$ cat config.mk
export PLATFORM = sky130hd
export DESIGN_NAME = gf_ab2_mult
export DESIGN_NICKNAME = d
export VERILOG_FILES = /design/src/rtl/gf_ab2_pkg.sv /design/src/rtl/gf_ab2_cell_head.sv /design/src/rtl/gf_ab2_cell_body.sv /design/src/rtl/gf_ab2_ctrl.sv /design/src/rtl/gf_ab2_dpath.sv /design/src/rtl/gf_ab2_mult.sv
export SDC_FILE = /design/constraint.sdc
export NUM_CORES = 1
export LEC_CHECK = 0
export BUFFER_PORTS_ARGS = -buffer_cell sky130_fd_sc_hd__buf_2
export CAP_MARGIN = 20
export CORE_ASPECT_RATIO = 1.1
export CORE_MARGIN = 5
export CORE_UTILIZATION = 48
export CTS_CLUSTER_DIAMETER = 100
export DETAILED_ROUTE_END_ITERATION = 10
export SLEW_MARGIN = 5
export SYNTH_ARGS = -nofsm -noshare
export SYNTH_HDL_FRONTEND = slang
export SYNTH_HIERARCHICAL = 1
export SYNTH_SLANG_ARGS = --single-unit
$ cat constraint.sdc
create_clock -name clk -period 1.7 [get_ports clk]
set_input_delay 0 -clock clk [delete_from_list [all_inputs] [get_ports clk]]
set_output_delay 0 -clock clk [all_outputs]
set_load 0.03 [all_outputs]
$ cat src/rtl/gf_ab2_pkg.sv
package gf_ab2_pkg;

  // Strobes from the control unit to the datapath
  typedef struct packed {
    logic capture;   // shift the current input digit into the operand assembly
    logic loadOut;   // a finished product leaves the chain; load the serializer
    logic shiftOut;  // advance the serializer by one digit
  } gfStrobes_t;

endpackage

$ cat src/rtl/gf_ab2_cell_head.sv
// Boundary cell: starts the partial product from the top coefficient of B.
module gf_ab2_cell_head #(
  parameter int M = 8
) (
  input  logic         clk,
  input  logic [M-1:0] aIn,
  input  logic         bBit,
  output logic [M-1:0] pOut
);

  always_ff @(posedge clk) begin
    pOut <= bBit ? aIn : '0;
  end

endmodule

$ cat src/rtl/gf_ab2_cell_body.sv
// Interior cell: p <- p*x^2 mod f + bBit*A
module gf_ab2_cell_body #(
  parameter int           M    = 8,
  parameter logic [M-1:0] TAIL = 8'h1B
) (
  input  logic         clk,
  input  logic [M-1:0] pIn,
  input  logic [M-1:0] aIn,
  input  logic         bBit,
  output logic [M-1:0] pOut
);

  function automatic logic [M-1:0] timesX(input logic [M-1:0] v);
    return {v[M-2:0], 1'b0} ^ (v[M-1] ? TAIL : '0);
  endfunction

  logic [M-1:0] shifted;
  logic [M-1:0] addend;

  always_comb begin
    shifted = timesX(timesX(pIn));
    addend  = bBit ? aIn : '0;
  end

  always_ff @(posedge clk) begin
    pOut <= shifted ^ addend;
  end

endmodule

$ cat src/rtl/gf_ab2_ctrl.sv
// Framing, marker pipeline and serializer count.
module gf_ab2_ctrl
  import gf_ab2_pkg::*;
#(
  parameter int M = 8,
  parameter int L = 2
) (
  input  logic       clk,
  input  logic       rstN,
  input  logic       inValid,
  input  logic       inStart,
  output gfStrobes_t strb,
  output logic       outValid,
  output logic       outFirst
);

  localparam int D  = M / L;
  localparam int CW = $clog2(D + 1);

  logic          frameOpen;
  logic [CW-1:0] digCnt;
  logic [CW-1:0] nextCnt;
  logic          capture;
  logic          complete;
  logic [M-1:0]  markPipe;
  logic [CW-1:0] outCnt;

  always_comb begin
    capture  = inValid && (inStart || frameOpen);
    nextCnt  = inStart ? CW'(1) : digCnt + CW'(1);
    complete = capture && (nextCnt == CW'(D));
  end

  always_ff @(posedge clk) begin
    if (!rstN) begin
      frameOpen <= 1'b0;
      digCnt    <= '0;
    end else if (capture) begin
      frameOpen <= !complete;
      digCnt    <= complete ? '0 : nextCnt;
    end
  end

  // framing marker travels with each product through the M cells
  always_ff @(posedge clk) begin
    if (!rstN) markPipe <= '0;
    else       markPipe <= {markPipe[M-2:0], complete};
  end

  always_ff @(posedge clk) begin
    if (!rstN)                outCnt <= '0;
    else if (markPipe[M-1])   outCnt <= CW'(D);
    else if (outCnt != '0)    outCnt <= outCnt - CW'(1);
  end

  always_comb begin
    strb.capture  = capture;
    strb.loadOut  = markPipe[M-1];
    strb.shiftOut = (outCnt != '0) && !markPipe[M-1];
    outValid      = (outCnt != '0);
    outFirst      = (outCnt == CW'(D));
  end

endmodule

$ cat src/rtl/gf_ab2_dpath.sv
// Operand assembly, systolic cell chain and result serializer.
module gf_ab2_dpath
  import gf_ab2_pkg::*;
#(
  parameter int           M    = 8,
  parameter int           L    = 2,
  parameter logic [M-1:0] TAIL = 8'h1B
) (
  input  logic         clk,
  input  gfStrobes_t   strb,
  input  logic [L-1:0] inDigitA,
  input  logic [L-1:0] inDigitB,
  output logic [L-1:0] outDigit
);

  localparam int D   = M / L;
  localparam int SH  = M - L;
  localparam int TRI = M * (M - 1) / 2;

  // offset of stage k in the triangular store of unused B coefficients
  function automatic int triOff(input int k);
    return k * (M - 1) - (k * (k - 1)) / 2;
  endfunction

  logic [M-1:0] asmA;
  logic [M-1:0] asmB;

  generate
    if (D == 1) begin : gNoAsm
      assign asmA = inDigitA;
      assign asmB = inDigitB;
    end else begin : gAsm
      logic [SH-1:0] aSh;
      logic [SH-1:0] bSh;
      assign asmA = {aSh, inDigitA};
      assign asmB = {bSh, inDigitB};
      if (D == 2) begin : gOne
        always_ff @(posedge clk) begin
          if (strb.capture) begin
            aSh <= inDigitA;
            bSh <= inDigitB;
          end
        end
      end else begin : gMany
        always_ff @(posedge clk) begin
          if (strb.capture) begin
            aSh <= {aSh[SH-L-1:0], inDigitA};
            bSh <= {bSh[SH-L-1:0], inDigitB};
          end
        end
      end
    end
  endgenerate

  logic [M-1:0]   pChain [M];
  logic [M-1:0]   aPipe  [M-1];
  logic [TRI-1:0] bTri;

  gf_ab2_cell_head #(.M(M)) u_head (
    .clk  (clk),
    .aIn  (asmA),
    .bBit (asmB[M-1]),
    .pOut (pChain[0])
  );

  generate
    for (genvar k = 0; k < M - 1; k++) begin : gPass
      if (k == 0) begin : gFirst
        always_ff @(posedge clk) begin
          aPipe[0]            <= asmA;
          bTri[0 +: M-1]      <= asmB[M-2:0];
        end
      end else begin : gNext
        always_ff @(posedge clk) begin
          aPipe[k]                    <= aPipe[k-1];
          bTri[triOff(k) +: M-1-k]    <= bTri[triOff(k-1) +: M-1-k];
        end
      end
    end

    for (genvar k = 1; k < M; k++) begin : gBody
      gf_ab2_cell_body #(.M(M), .TAIL(TAIL)) u_body (
        .clk  (clk),
        .pIn  (pChain[k-1]),
        .aIn  (aPipe[k-1]),
        .bBit (bTri[triOff(k-1) + M - 1 - k]),
        .pOut (pChain[k])
      );
    end
  endgenerate

  logic [M-1:0] oSh;

  generate
    if (D == 1) begin : gSerOne
      always_ff @(posedge clk) begin
        if (strb.loadOut) oSh <= pChain[M-1];
      end
    end else begin : gSerMany
      always_ff @(posedge clk) begin
        if (strb.loadOut)       oSh <= pChain[M-1];
        else if (strb.shiftOut) oSh <= {oSh[M-L-1:0], {L{1'b0}}};
      end
    end
  endgenerate

  assign outDigit = oSh[M-1 -: L];

endmodule

$ cat src/rtl/gf_ab2_mult.sv
module gf_ab2_mult
  import gf_ab2_pkg::*;
#(
  parameter int           M          = 8,
  parameter int           L          = 2,
  parameter logic [M-1:0] POLY_TAIL  = 8'h1B
) (
  input  logic         clk,
  input  logic         rstN,
  input  logic         inValid,
  input  logic         inStart,
  input  logic [L-1:0] inDigitA,
  input  logic [L-1:0] inDigitB,
  output logic         outValid,
  output logic         outFirst,
  output logic [L-1:0] outDigit
);

  gfStrobes_t strb;

  gf_ab2_ctrl #(.M(M), .L(L)) u_ctrl (
    .clk      (clk),
    .rstN     (rstN),
    .inValid  (inValid),
    .inStart  (inStart),
    .strb     (strb),
    .outValid (outValid),
    .outFirst (outFirst)
  );

  gf_ab2_dpath #(.M(M), .L(L), .TAIL(POLY_TAIL)) u_dpath (
    .clk      (clk),
    .strb     (strb),
    .inDigitA (inDigitA),
    .inDigitB (inDigitB),
    .outDigit (outDigit)
  );

endmodule

==> results.sh, run 1 <==
export IMPL_netlist_instances=401
export IMPL_syn_area_um2=5500
export IMPL_tritoncts="yes"
export IMPL_final_area_um2=6370
export IMPL_grt_max_degree=17
export IMPL_comb_power_share_pct=17.2
export IMPL_fin_crit_ns=1.62
export IMPL_arrival_ns=1.92
export IMPL_total_power_mw=11.7
export IMPL_ys_seq_area_share_pct=70.2
export IMPL_clk_path_buf_depth=2
export IMPL_path_cells="ha_1, nand2b_4, nand4_1, dlygate4sd3_1, nand3_1"
export IMPL_drive_gt1_share_pct=13.7
export IMPL_leakage_nw=2.67
export IMPL_report_final_setup_viol=0
export IMPL_post_cts_buffers=0
export IMPL_wire_per_inst_um=10.8
export IMPL_synth_distinct_cells=32
export IMPL_clkLatencyLatePin_ns=0.41
export IMPL_routed_wl_um=6340
export IMPL_clk_pin_slew_worst_paths_ns=0.06
export IMPL_wl_met2_um=3570
export IMPL_relSlewSlack_pct=66.6
export IMPL_yosys_warnings=6
export IMPL_slew_violations=0
export IMPL_placed_cell_area_um2=5670
export IMPL_layout_commonest_cell="dfxtp_1"
export IMPL_hp_class="in -> reg"
export IMPL_drcViolationCount=0
export IMPL_globalRouteOverflowTotal=0
export IMPL_pwr_share_clk_pct=33.3
export IMPL_portBuffers=11
export IMPL_track_usage_pct=10.9
export IMPL_ys_ff_latch=183
export IMPL_intPower_mw=8.90
export IMPL_seq_power_share_pct=49.4
export IMPL_seqCellArea_um2=3870
export IMPL_antenna_found_initial=0
export IMPL_avgSynthCellArea_um2=13.7
export IMPL_swShare_pct=23.9
export IMPL_synth_area_top_cells="dfxtp_1 (59%), edfxtp_1 (11%), xnor2_1 (8.0%), nand2_1 (4.0%), xor2_1 (3.5%)"
export IMPL_crit_fanout=4
export IMPL_syn_num_nets=414
export IMPL_worst_pin_slew_ns=0.500
export IMPL_grt_pass1_vias=2594
export IMPL_worst_setup_path_end_kind="register"
export IMPL_grt_pass1_wl_um=11400
export IMPL_num_rows=41
export IMPL_multi_input_area_um2=1550
export IMPL_drt_iter0_markers=60
export IMPL_drv_cap=0
export IMPL_cts_buffers=17
export IMPL_finClkSkew_ns=0.00529
export IMPL_wl_met1_um=2390
export IMPL_start_util_pct=48.5
export IMPL_mostFrequentLayoutCells="dfxtp_1 (161), nand2_1 (58), xnor2_1 (50)"
export IMPL_gp_congestion=0.672
export IMPL_power_density_nw_per_um2=1830
export IMPL_start_kind="register"
export IMPL_route_met3_wl_um=244
export IMPL_dieArea_um2=13700
export IMPL_rsz0062_at_grt="no"
export IMPL_critical_path_required_ns=2.00
export IMPL_outcome="complete, no violations"
export IMPL_critical_path_class="reg -> reg"
export IMPL_ios=12
export IMPL_ir_worst_vdd_v=0.000745
export IMPL_cts_sinks=183
export IMPL_highest_layer="met4"
export IMPL_root_buffer="clkbuf_16"
export IMPL_ctsHtreeMaxLevel=4
export IMPL_hpwl_um=4470
export IMPL_hold_viol=0
export IMPL_fmax_mhz=617
export IMPL_viasPerCell=4.23
export IMPL_synth_top_cell_by_area="dfxtp_1"
export IMPL_area_delta_synth_final_pct=15.9
export IMPL_diodes=0
export IMPL_finalCritPeriodShare_pct=95.3
export IMPL_via_count=2490
export IMPL_switchingPower_mw=2.79
export IMPL_n_fill_cell=921
export IMPL_fp_dieH_um=122
export IMPL_slowest_stage="dlygate4sd3_1"
export IMPL_ant_nets=0
export IMPL_first_pass_iters=4
export IMPL_die_x_um=112
export IMPL_synth_top_area_share_pct=59.3
export IMPL_cp_slowest_stage_delay_ns=0.56
export IMPL_tns_ns=0
export IMPL_final_nets=439
export IMPL_core_area_um2=11300
[registers in the layout, summed over array words and instances (netlist names)]
name,cells
u_dpath/u_head/pOut,8
u_ctrl/digCnt,3
u_ctrl/frameOpen,1
u_dpath/gAsm.aSh,6
u_dpath/gAsm.bSh,6
u_ctrl/markPipe,8
u_dpath/oSh,8
u_dpath/gBody.u_body/pOut,56
u_dpath/aPipe,56
u_ctrl/outCnt,3
u_dpath/bTri,28
[Yosys cell counts]
| library cell | n |
|---|---|
| xnor2_1 | 50 |
| buf_2 | 2 |
| and2b_2 | 1 |
| and3_1 | 1 |
| nand4_1 | 2 |
| nand2b_1 | 2 |
| or2_1 | 1 |
| o211a_1 | 1 |
| mux2_4 | 6 |
| buf_4 | 4 |
| nor2_1 | 6 |
| a21oi_1 | 3 |
| and3b_1 | 1 |
| nor2b_1 | 1 |
| buf_6 | 1 |
| xnor3_1 | 7 |
| ha_1 | 5 |
| nor3_2 | 1 |
| a21o_1 | 1 |
| edfxtp_1 | 20 |
| dfxtp_1 | 163 |
| nand2_1 | 58 |
| and2_2 | 2 |
| o21a_1 | 1 |
| xor2_1 | 22 |
| and2_1 | 15 |
| nand3_1 | 2 |
| inv_1 | 6 |
| clkbuf_1 | 7 |
| o21ai_1 | 1 |
| a22oi_1 | 1 |
| xor2_2 | 7 |
[area by class of cell]
cell class | count | share of cell area (%)
Sequential cell | 183 | 60.7
Multi-Input combinational cell | 198 | 24.2
Clock buffer | 20 | 7.18
Tap cell | 150 | 2.94
Clock inverter | 12 | 2.34
Timing Repair Buffer | 20 | 2.28
Inverter | 6 | 0.353
[metrics by stage]
stage	hold WS [ns]	instances	worst slack [ns]	utilization [%]
global route	0.232	589	0.0219	56.2
finish	0.242	589	0.0805	56.2
detailed placement	0.118	549	0.135	50.0
floorplan	0.0277	401	0.152	-
global placement	0.116	549	0.197	50.0
CTS	0.207	589	0.0516	56.1
[cells by family after synthesis]
| family | after synthesis | synth area share (%) |
|---|---|---|
| compound gates | 8 | 0.955 |
| xor+xnor | 86 | 16.4 |
| buf+inv | 20 | 1.82 |
| fa+ha+maj | 5 | 1.14 |
| simple gates | 93 | 7.82 |
| flops | 183 | 70.2 |
| mux | 6 | 1.64 |
[timing repair]
| item | 4_1_cts | 5_1_grt |
|---|---|---|
| hold endpoints to repair | 25 | 0 |
| hold buffers | 8 | 0 |
| setup endpoints to repair | 0 | 2 |
| resized for setup | 0 | 4 |
[path summary, 6_finish.rpt]
path	slack (ns)	startpoint	endpoint	cells past startpoint
min	0.24	inDigitB[1]	u_dpath/bTri[1]	2
min reg2reg	0.32	u_dpath/bTri[11]	u_dpath/bTri[17]	0
max reg2reg	0.08	u_ctrl/digCnt[0]	u_ctrl/digCnt[2]	5
max	0.08	u_ctrl/digCnt[0]	u_ctrl/digCnt[2]	5
[worst max-delay path: cells and delay by family, from the launching register on]
family | cells | cell delay, ns
buffers and inverters | 1 | 0.56
flip-flops | 1 | 0.34
adder cells (fa/ha/maj) | 1 | 0.31
AND/OR/NAND/NOR | 3 | 0.31
[power groups by stage]
stage	Sequential (mW)	Combinational [mW]	Clock, mW
2_1_floorplan	5.74	1.78	0
3_3_place_gp	5.88	1.96	0
3_5_place_dp	5.89	2.03	0
4_1_cts	5.80	2.05	4.01
5_1_grt	5.88	2.25	4.20
6_report	5.78	2.02	3.90
[per-layer routing]
layer  global-route usage, %  up-vias
met1                    10.1     1151
met5                       0        -
met3                    4.78       12
met4                    5.86        0
met2                    20.0       25
li1                        -     1302
No activity file was read; power rests on OpenSTA's default activity.
==> inputs of run 2 (changes only) <==
--- a/config.mk
+++ b/config.mk
@@ -7,7 +7,7 @@
 export LEC_CHECK = 0
 export BUFFER_PORTS_ARGS = -buffer_cell sky130_fd_sc_hd__buf_2
 export CAP_MARGIN = 20
-export CORE_ASPECT_RATIO = 1.1
+export CORE_ASPECT_RATIO = 1.5
 export CORE_MARGIN = 5
 export CORE_UTILIZATION = 48
 export CTS_CLUSTER_DIAMETER = 100
==> results.sh, run 2 (synthesis results as in run 1) <==
export IMPL_outcome="complete, no violations"
export IMPL_seq_power_share_pct=50.5
export IMPL_power_density_nw_per_um2=1810
export IMPL_reg_top3="u_dpath/aPipe x56, u_dpath/gBody.u_body/pOut x56, u_dpath/bTri x28"
export IMPL_first_pass_iters=4
export IMPL_grt_max_degree=18
export IMPL_cp_slowest_stage_delay_ns=0.34
export IMPL_cts_sinks=183
export IMPL_ir_worst_vdd_v=0.000867
export IMPL_critical_path_class="reg -> out"
export IMPL_dieArea_um2=13700
export IMPL_finClkSkew_ns=0.00885
export IMPL_grt_pass1_wl_um=11200
export IMPL_root_buffer="clkbuf_16"
export IMPL_pwr_share_clk_pct=31.9
export IMPL_final_nets=438
export IMPL_ios=12
export IMPL_fmax_mhz=629
export IMPL_viasPerCell=4.27
export IMPL_relSlewSlack_pct=66.4
export IMPL_switchingPower_mw=2.86
export IMPL_critical_path_required_ns=1.70
export IMPL_area_delta_synth_final_pct=14.8
export IMPL_min_path_cells=2
export IMPL_core_area_um2=11400
export IMPL_placed_cell_area_um2=5670
export IMPL_layout_commonest_cell="dfxtp_1"
export IMPL_diodes=0
export IMPL_die_x_um=97.4
export IMPL_cp_top_family="buffers and inverters"
export IMPL_globalRouteOverflowTotal=0
export IMPL_crit_cells=6
export IMPL_comb_power_share_pct=17.6
export IMPL_hold_viol=0
export IMPL_slew_violations=0
export IMPL_final_area_um2=6310
export IMPL_cp_endpoint="outValid"
export IMPL_gp_congestion=0.685
export IMPL_wire_per_inst_um=11.4
export IMPL_ant_nets=0
export IMPL_worst_path_buf_inv=4
export IMPL_tns_ns=0
export IMPL_grt_pass1_vias=2512
export IMPL_drive_gt1_share_pct=13.5
export IMPL_post_cts_buffers=0
export IMPL_finalCritPeriodShare_pct=93.6
export IMPL_via_count=2510
export IMPL_n_fill_cell=931
export IMPL_whs_ns=0.240
export IMPL_r2r_start="u_ctrl/outCnt[0]"
export IMPL_start_kind="register"
export IMPL_arrival_ns=1.59
export IMPL_routed_wl_um=6700
export IMPL_tritoncts="yes"
export IMPL_cts_buffers=17
export IMPL_mostFrequentLayoutCells="dfxtp_1 (162), nand2_1 (58), xnor2_1 (50)"
export IMPL_fp_dieH_um=141
export IMPL_worst_pin_slew_ns=0.503
export IMPL_slowest_stage="dfxtp_2"
export IMPL_hpwl_um=4760
export IMPL_start_util_pct=48.5
export IMPL_portBuffers=11
export IMPL_intPower_mw=8.59
export IMPL_hp_class="in -> reg"
export IMPL_clkLatencyLatePin_ns=0.41
export IMPL_worst_setup_path_end_kind="primary output"
export IMPL_antenna_found_initial=0
export IMPL_drcViolationCount=0
export IMPL_leakage_nw=2.64
export IMPL_fin_crit_ns=1.59
export IMPL_report_final_setup_viol=0
export IMPL_clk_pin_slew_worst_paths_ns=0.06
export IMPL_path_cells="inv_1, ha_1, ha_1, buf_4, inv_1, clkbuf_4"
export IMPL_crit_fanout=6
export IMPL_worstSetupStartpoint="u_ctrl/outCnt[0]"
export IMPL_drt_iter0_markers=70
export IMPL_clk_path_buf_depth=2
export IMPL_r2r_setup_slack_ns=0.17
export IMPL_r2r_end="u_dpath/oSh[3]"
export IMPL_r2r_cells=5
export IMPL_swShare_pct=25.0
export IMPL_ctsHtreeMaxLevel=4
export IMPL_num_rows=48
export IMPL_rsz0062_at_grt="no"
export IMPL_track_usage_pct=10.8
export IMPL_drv_cap=0
==> run 2: cell types whose count changed in the layout (fill, tap and decap cells not counted), moves of 2 or more <==
| cell | change |
|---|---|
| bufinv_16 | -2 |
| clkinv_2 | -3 |
| inv_6 | +3 |
| clkinv_1 | -2 |
==> run 2: worst min path at each step <==
stage	end	from
floorplan	u_dpath/aPipe[0][0]	inDigitA[0]
detailed placement	u_dpath/bTri[1]	inDigitB[1]
finish	u_dpath/bTri[1]	inDigitB[1]
global placement	u_dpath/bTri[1]	inDigitB[1]
global route	u_dpath/bTri[0]	inDigitB[0]
CTS	u_dpath/bTri[1]	inDigitB[1]
==> run 2: through the flow <==
stage	setup slack, ns	power, mW	cells	utilization, %
3_5_place_dp	0.109	7.95	549	50.0
5_1_grt	0.00892	12.0	588	55.6
2_1_floorplan	0.152	7.52	401	-
4_1_cts	0.0449	11.6	588	55.6
6_report	0.110	11.5	588	55.6
3_3_place_gp	0.181	7.87	549	50.0
==> run 2: timing repair <==
action	CTS	global route
gates resized for setup	0	2
hold buffers	7	0
setup endpoints to repair	0	9
endpoints found under the hold margin	25	0
==> run 2: routing by layer <==
| layer | vias up | global-route usage (%) | wire (um) |
|---|---|---|---|
| met3 | 11 | 4.16 | 190 |
| met2 | 21 | 21.8 | 4120 |
| li1 | 1300 | - | - |
| met5 | - | 0 | 0 |
| met4 | 0 | 5.69 | 120 |
| met1 | 1178 | 8.43 | 2270 |
==> run 2: layout make-up <==
type | instances | area, um2 | area share, %
Tap cell | 150 | 188 | 2.97
Sequential cell | 183 | 3860 | 61.2
Clock inverter | 11 | 115 | 1.82
Multi-Input combinational cell | 198 | 1540 | 24.4
Inverter | 6 | 22.5 | 0.357
Timing Repair Buffer | 19 | 135 | 2.14
Clock buffer | 21 | 450 | 7.13
==> run 2: power groups by stage <==
stage / registers [mW] / logic (mW) / clock network, mW
2_1_floorplan: 5.74 / 1.78 / 0
3_3_place_gp: 5.89 / 1.98 / 0
3_5_place_dp: 5.90 / 2.05 / 0
4_1_cts: 5.82 / 2.07 / 3.75
5_1_grt: 5.88 / 2.23 / 3.94
6_report: 5.79 / 2.01 / 3.65
